--- src/rtl/lp_seq_pkg.sv ---
package lp_seq_pkg;

    typedef enum logic [2:0] {
        ST_IDLE,
        ST_ENTER,
        ST_IN_SR,
        ST_WAIT_CLK,
        ST_EXIT_NOP,
        ST_READY
    } lp_state_e;

    // {ras_n, cas_n, we_n}
    typedef enum logic [2:0] {
        CMD_NOP = 3'b111,
        CMD_REF = 3'b001
    } lp_cmd_e;

endpackage

--- src/rtl/lp_exit_timer.sv ---
module lp_exit_timer #(
    parameter int WINDOW = 200
) (
    input  logic clk,
    input  logic rst_n,
    input  logic load,
    output logic done
);
    localparam int CW = $clog2(WINDOW + 1);
    localparam logic [CW-1:0] START = CW'(WINDOW - 1);

    logic [CW-1:0] cnt_q;

    always_ff @(posedge clk) begin
        if (!rst_n) begin
            cnt_q <= '0;
        end else if (load) begin
            cnt_q <= START;
        end else if (cnt_q != '0) begin
            cnt_q <= cnt_q - 1'b1;
        end
    end

    assign done = (cnt_q == '0);
endmodule

--- src/rtl/lp_wake_hold.sv ---
module lp_wake_hold (
    input  logic clk,
    input  logic rst_n,
    input  logic set_i,
    input  logic clr_i,
    output logic pend_o
);
    always_ff @(posedge clk) begin
        if (!rst_n) begin
            pend_o <= 1'b0;
        end else if (clr_i) begin
            pend_o <= 1'b0;
        end else if (set_i) begin
            pend_o <= 1'b1;
        end
    end
endmodule

--- src/rtl/dram_lowpower_seq.sv ---
module dram_lowpower_seq
    import lp_seq_pkg::*;
#(
    parameter int T_XSNR = 10,
    parameter int T_DLL  = 200
) (
    input  logic       clk,
    input  logic       rst_n,
    input  logic       sleep_req,
    input  logic       wake_req,
    input  logic       clk_stable,
    output logic       cke,
    output logic [2:0] cmd,
    output logic       ready
);
    localparam int EXIT_CYC = (T_XSNR > T_DLL) ? T_XSNR : T_DLL;

    lp_state_e state_q, state_d;
    logic      win_done;
    logic      wake_pend;
    logic      load_win;
    logic      leave_sr;
    lp_cmd_e   cmd_v;

    assign leave_sr = (state_q == ST_IN_SR) && (wake_req || wake_pend);
    assign load_win = (state_q == ST_WAIT_CLK) && clk_stable;

    lp_exit_timer #(.WINDOW(EXIT_CYC)) u_timer (
        .clk   (clk),
        .rst_n (rst_n),
        .load  (load_win),
        .done  (win_done)
    );

    lp_wake_hold u_hold (
        .clk    (clk),
        .rst_n  (rst_n),
        .set_i  ((state_q == ST_ENTER) && wake_req),
        .clr_i  (leave_sr),
        .pend_o (wake_pend)
    );

    always_comb begin
        state_d = state_q;
        unique case (state_q)
            ST_IDLE:     if (sleep_req) state_d = ST_ENTER;
            ST_ENTER:    state_d = ST_IN_SR;
            ST_IN_SR:    if (leave_sr) state_d = ST_WAIT_CLK;
            ST_WAIT_CLK: if (clk_stable) state_d = ST_EXIT_NOP;
            ST_EXIT_NOP: if (win_done) state_d = ST_READY;
            ST_READY:    state_d = sleep_req ? ST_ENTER : ST_IDLE;
            default:     state_d = ST_IDLE;
        endcase
    end

    always_ff @(posedge clk) begin
        if (!rst_n) begin
            state_q <= ST_IDLE;
        end else begin
            state_q <= state_d;
        end
    end

    always_comb begin
        cke   = 1'b1;
        cmd_v = CMD_NOP;
        ready = 1'b0;
        unique case (state_q)
            ST_IDLE, ST_READY: ready = 1'b1;
            ST_ENTER: begin
                cke   = 1'b0;
                cmd_v = CMD_REF;
            end
            ST_IN_SR, ST_WAIT_CLK: cke = 1'b0;
            ST_EXIT_NOP: cke = 1'b1;
            default: ready = 1'b0;
        endcase
    end

    assign cmd = cmd_v;
endmodule

--- config.mk ---
export PLATFORM = sky130hd
export DESIGN_NAME = dram_lowpower_seq
export DESIGN_NICKNAME = d
export VERILOG_FILES = /design/src/rtl/lp_seq_pkg.sv /design/src/rtl/lp_exit_timer.sv /design/src/rtl/lp_wake_hold.sv /design/src/rtl/dram_lowpower_seq.sv
export SDC_FILE = /design/constraint.sdc
export NUM_CORES = 1
export LEC_CHECK = 0
export BUFFER_PORTS_ARGS = -buffer_cell sky130_fd_sc_hd__buf_2
export CELL_PAD_IN_SITES_DETAIL_PLACEMENT = 0
export CELL_PAD_IN_SITES_GLOBAL_PLACEMENT = 2
export CORE_AREA = 2 2 50 52
export CTS_CLUSTER_SIZE = 24
export DETAILED_ROUTE_END_ITERATION = 10
export DIE_AREA = 0 0 52 54
export GPL_ROUTABILITY_DRIVEN = 0
export PLACE_DENSITY = 0.8
export SYNTH_ARGS = -nofsm -noshare
export SYNTH_HDL_FRONTEND = slang
export SYNTH_SLANG_ARGS = --single-unit
export TNS_END_PERCENT = 100
--- constraint.sdc ---
create_clock -name clk -period 2.3 [get_ports clk]
set_clock_uncertainty 0.1 [all_clocks]
set_input_delay 0.115 -clock clk [delete_from_list [all_inputs] [get_ports clk]]
set_output_delay 0.115 -clock clk [all_outputs]
set_load 0.02 [all_outputs]
==> results by stage <==
Status:
- The flow ran to the end, and the final reports show no timing, DRC or antenna violations.

Clock tree:
- The clock drives 12 sinks.
- The clock transition at the register clock pins on the worst setup and hold paths after CTS is around 70 ps.
- The number of buffers on the longest clock path is 2.
- Clock tree synthesis selected as its root buffer the cell sky130_fd_sc_hd__clkbuf_4.
- The H-tree depth is 1.
- The TritonCTS clock tree is built.
- TritonCTS created 3 clock buffers.
- The setup fix buffers added after clock tree synthesis is 0.
- The clock reaches the later pin of the worst-skew pair after roughly 270 ps.
- The number of gates resized after cts is 0.

Synthesis:
- In this run the cell area of the synthesized design comes to 664 um^2.
- The distinct cell type count after synthesis is 34.
- Summed over all instances, the cell type with the most area after synthesis is sky130_fd_sc_hd__dfxtp_1.
- After Yosys synthesis, full adders, half adders and majority gates account for 3.77% of the synthesized area.
- The commonest cells after synthesis are sky130_fd_sc_hd__dfxtp_1, sky130_fd_sc_hd__nor2_1, sky130_fd_sc_hd__a21oi_1.
- Summing the areas of all xor and xnor instances in the mapped netlist gives ~5.3% of the synthesized area.
- Synthesis produced between 70 and 80 cells.
- In this run the mean area of a mapped cell was 8.52 um^2.
- After Yosys synthesis, and, or, nand and nor cells account for roughly a quarter of the synthesized area.
- The number of nets in the synthesized netlist is 85.
- The fraction of registers with async set/reset is 0%.
- The number of enable flip-flop cells after synthesis is 0.
- After synthesis, the largest family of logic cells by area is simple AND/OR/NAND/NOR gates.
- The complex-gate fraction of the synthesized area is about 16%.
- In the synthesized netlist the dominant register cell turns out to be sky130_fd_sc_hd__dfxtp_1.
- After synthesis, flip-flops and latches occupy a little over a third of the total area.
- The top cell type by area accounts for a little over a third of the synthesized area.
- The number of register bits inferred by synthesis is 12.
- Yosys attributes the largest share of cell area to sky130_fd_sc_hd__dfxtp_1, sky130_fd_sc_hd__a21oi_1, sky130_fd_sc_hd__nor2_1, sky130_fd_sc_hd__ha_1, sky130_fd_sc_hd__nor4b_4.
- The count of yosys warnings during synthesis is 0.
- Measured against the total synthesized area, the mux share comes to between 4 and 5%.

Setup path:
- Broken down by cell family, the worst path's largest delay share belongs to simple AND/OR/NAND/NOR gates.
- The origin of the critical flop-to-flop path is u_timer.cnt_q[2]$_SDFFE_PN0P_.
- Walking the worst path, the cells encountered are or4_4, nor4b_4, mux2_2, a21oi_1.
- The worst setup path is of the reg2reg kind.
- Data arrives at the worst endpoint at 1980 ps.
- The sum of buffers and inverters on the critical path is 0.
- The worst setup path is launched from a flop.
- The endpoint of the worst-slack reg-to-reg timing path is u_timer.cnt_q[1]$_SDFFE_PN0P_.
- The register-to-register path setup slack is ~420 ps.
- The number of cells on the worst reg-to-reg path is 4.
- The required time at the endpoint of the critical path is ~2400 ps.
- The slowest stage of the critical path belongs to the cell sky130_fd_sc_hd__or4_4.
- In this run the worst path has a maximum fanout of 6.
- On the worst path, the slowest cell contributes a delay of between 500 and 600 ps.
- The worst setup path is captured at a flop.

Detailed routing:
- The per-cell routed wire length is roughly 11 um.
- For this run, design rule violations remaining after detail routing come to 0.
- The routed wire length is between 1000 and 1500 um.
- The number of detailed-routing iterations run before antenna repair is 2.
- Detailed routing inserted a total of about 550 vias.
- The via density per instance is around 4.7.
- After the first detailed-routing iteration, the DRC count stood at 5.
- The count of nets left with antenna violations after detail routing is 0.

Global routing:
- The first global-routing pass estimated around 2400 um of wire.
- The total overflow left after global routing is 0.
- The via count of the first global-routing pass came to between 500 and 600.
- Entering global routing, the biggest net connects 12 pins.
- The overall track demand over capacity in global routing is 12.2%.
- The initial antenna violation count is 0.

Die:
- The die covers about 2800 um^2.
- The effective utilization at floorplan is 28.6%.
- During I/O placement, the number of pins put on the boundary was 10.
- The width of the die is 52 um.
- The number of placement rows is 18.
- The placeable core region is ~2300 um^2.
- The floorplan die height is around 54 um.

Timing:
- Setup repair after global routing left no endpoint under its margin.
- The worst path needs ~1900 ps of the cycle, external delays included.
- The tightest hold path in the finished design has a slack of 66.4 ps.
- The post-route setup TNS is 0 ps.
- The hold violation count in the final report is 0.
- The count of final max-slew check failures is 0.
- The final-report setup violation count is 0.
- The share of the cycle needed by the critical path after routing is between 80% and 90%.
- The highest achievable clock rate is roughly 530 MHz.

Run:
- The total of max-cap violations is 0.

Cells and area:
- The repair_antennas step left the layout with diodes totalling 0.
- In the final design database the tool counted 96 nets.
- The area growth from synthesis to layout is 14.3%.
- The layout has between 200 and 250 filler cells.
- The fraction of layout instances using a drive strength above 1 is 21.8%.

Pwr:
- VDD sags by at most roughly 0.0005 V.
- Power spread over the standard cell area amounts to ~1400 nW/um^2.
- The analysis attributes to cell leakage a power of ~0.31 nW.

Worst hold path:
- The class of the worst hold path is in2reg.
- The cell count of the worst hold path is 3.
- The startpoint identified for the worst hold timing path is rst_n.
- The worst hold path terminates at u_timer.cnt_q[3]$_SDFFE_PP0P_.

Placed design:
- The HPWL after detailed placement is ~1000 um.
- The count of buffers added on input and output ports is 8.
-- worst max-delay path by stage --
stage / start / to / cells past startpoint
final: u_timer.cnt_q[2]$_SDFFE_PN0P_ / u_timer.cnt_q[1]$_SDFFE_PN0P_ / 4
after global routing: u_timer.cnt_q[2]$_SDFFE_PN0P_ / u_timer.cnt_q[1]$_SDFFE_PN0P_ / 4
after CTS: u_timer.cnt_q[2]$_SDFFE_PN0P_ / u_timer.cnt_q[1]$_SDFFE_PN0P_ / 4
after detailed placement: u_timer.cnt_q[2]$_SDFFE_PN0P_ / u_timer.cnt_q[1]$_SDFFE_PN0P_ / 4
after global placement: u_timer.cnt_q[2]$_SDFFE_PN0P_ / u_timer.cnt_q[1]$_SDFFE_PN0P_ / 4
after floorplan: u_timer.cnt_q[2]$_SDFFE_PN0P_ / u_timer.cnt_q[1]$_SDFFE_PN0P_ / 4
-- timing repair --
action | in CTS | in global routing
endpoints found under the hold margin | 1 | 0
hold buffers | 1 | 0
endpoints found under the setup margin | 0 | 0
-- sequential cells by signal, summed over array words and instances, names as in the netlist --
| register | flops |
|---|---|
| u_hold.pend_o | 1 |
| state_q | 3 |
| u_timer.cnt_q | 8 |
-- through the flow --
step           utilization [%]  cells  setup WS (ps)  power [W]  instance area [um^2]
2_1_floorplan                -     78            430   0.000800                   664
5_1_grt                   32.7    117            310    0.00113                   759
6_report                  32.7    117            417    0.00103                   759
4_1_cts                   32.7    117            388    0.00105                   759
3_5_place_dp              31.3    113            409   0.000916                   727
3_3_place_gp              31.3    113            473   0.000906                   727
-- metal layers --
| layer | global-route usage (%) | share of wire, % | up-vias |
|---|---|---|---|
| met3 | 3.33 | 3.7 | 4 |
| met2 | 20.5 | 51 | 11 |
| met1 | 13.7 | 43 | 253 |
| met5 | 0 | 0 | - |
| met4 | 7.89 | 2.0 | 0 |
| li1 | - | - | 286 |
-- logic make-up (layout without fill, tap and decap cells) --
kind of cell               after synthesis  count (layout)
other                                    1               1
adders and majority gates                2               2
AOI/OAI and AO/OA                       17              17
and+or+nand+nor                         29              29
xor gates and xnor gates                 4               4
muxes                                    3               3
buffers and inverters                   10              19
DFF                                     12              12
-- power by group --
| part | switching, W | total [W] | internal (W) | leakage, nW |
|---|---|---|---|---|
| Sequential | 0.0000922 | 0.000369 | 0.000277 | 0.0990 |
| Clock | 0.0000666 | 0.000127 | 0.0000605 | 0.0138 |
| Combinational | 0.000264 | 0.000538 | 0.000274 | 0.200 |
| Total | 0.000423 | 0.00103 | 0.000611 | 0.313 |
-- tightest hold or removal path: cells and delay by family --
kind                   cells  cell delay (ps)
buffers and inverters      1              100
AOI/OAI and AO/OA          1               50
and+or+nand+nor            1              120
-- cells in the final DEF, fill, tap and decap left out, types with 2 or more instances in the layout --
master                      n
sky130_fd_sc_hd__buf_2      8
sky130_fd_sc_hd__a21oi_1    9
sky130_fd_sc_hd__nand2_1    3
sky130_fd_sc_hd__ha_1       2
sky130_fd_sc_hd__inv_1      5
sky130_fd_sc_hd__nor2_1    12
sky130_fd_sc_hd__dfxtp_1   12
sky130_fd_sc_hd__xor2_1     2
sky130_fd_sc_hd__clkbuf_4   3
sky130_fd_sc_hd__xnor2_1    2
sky130_fd_sc_hd__or3_2      2
sky130_fd_sc_hd__mux2i_1    2
sky130_fd_sc_hd__nor3b_1    2
-- layout make-up --
type                    count  area (um^2)  share of cell area [%]
clock buffers               3         22.5                    2.97
inverters                   6         22.5                    2.97
multi-input cells          56          379                    49.9
flip-flops and latches     12          240                    31.6
well taps                  30         37.5                    4.94
repair buffers             10         57.6                    7.58
Note: power is estimated with default switching activity, not from simulation.
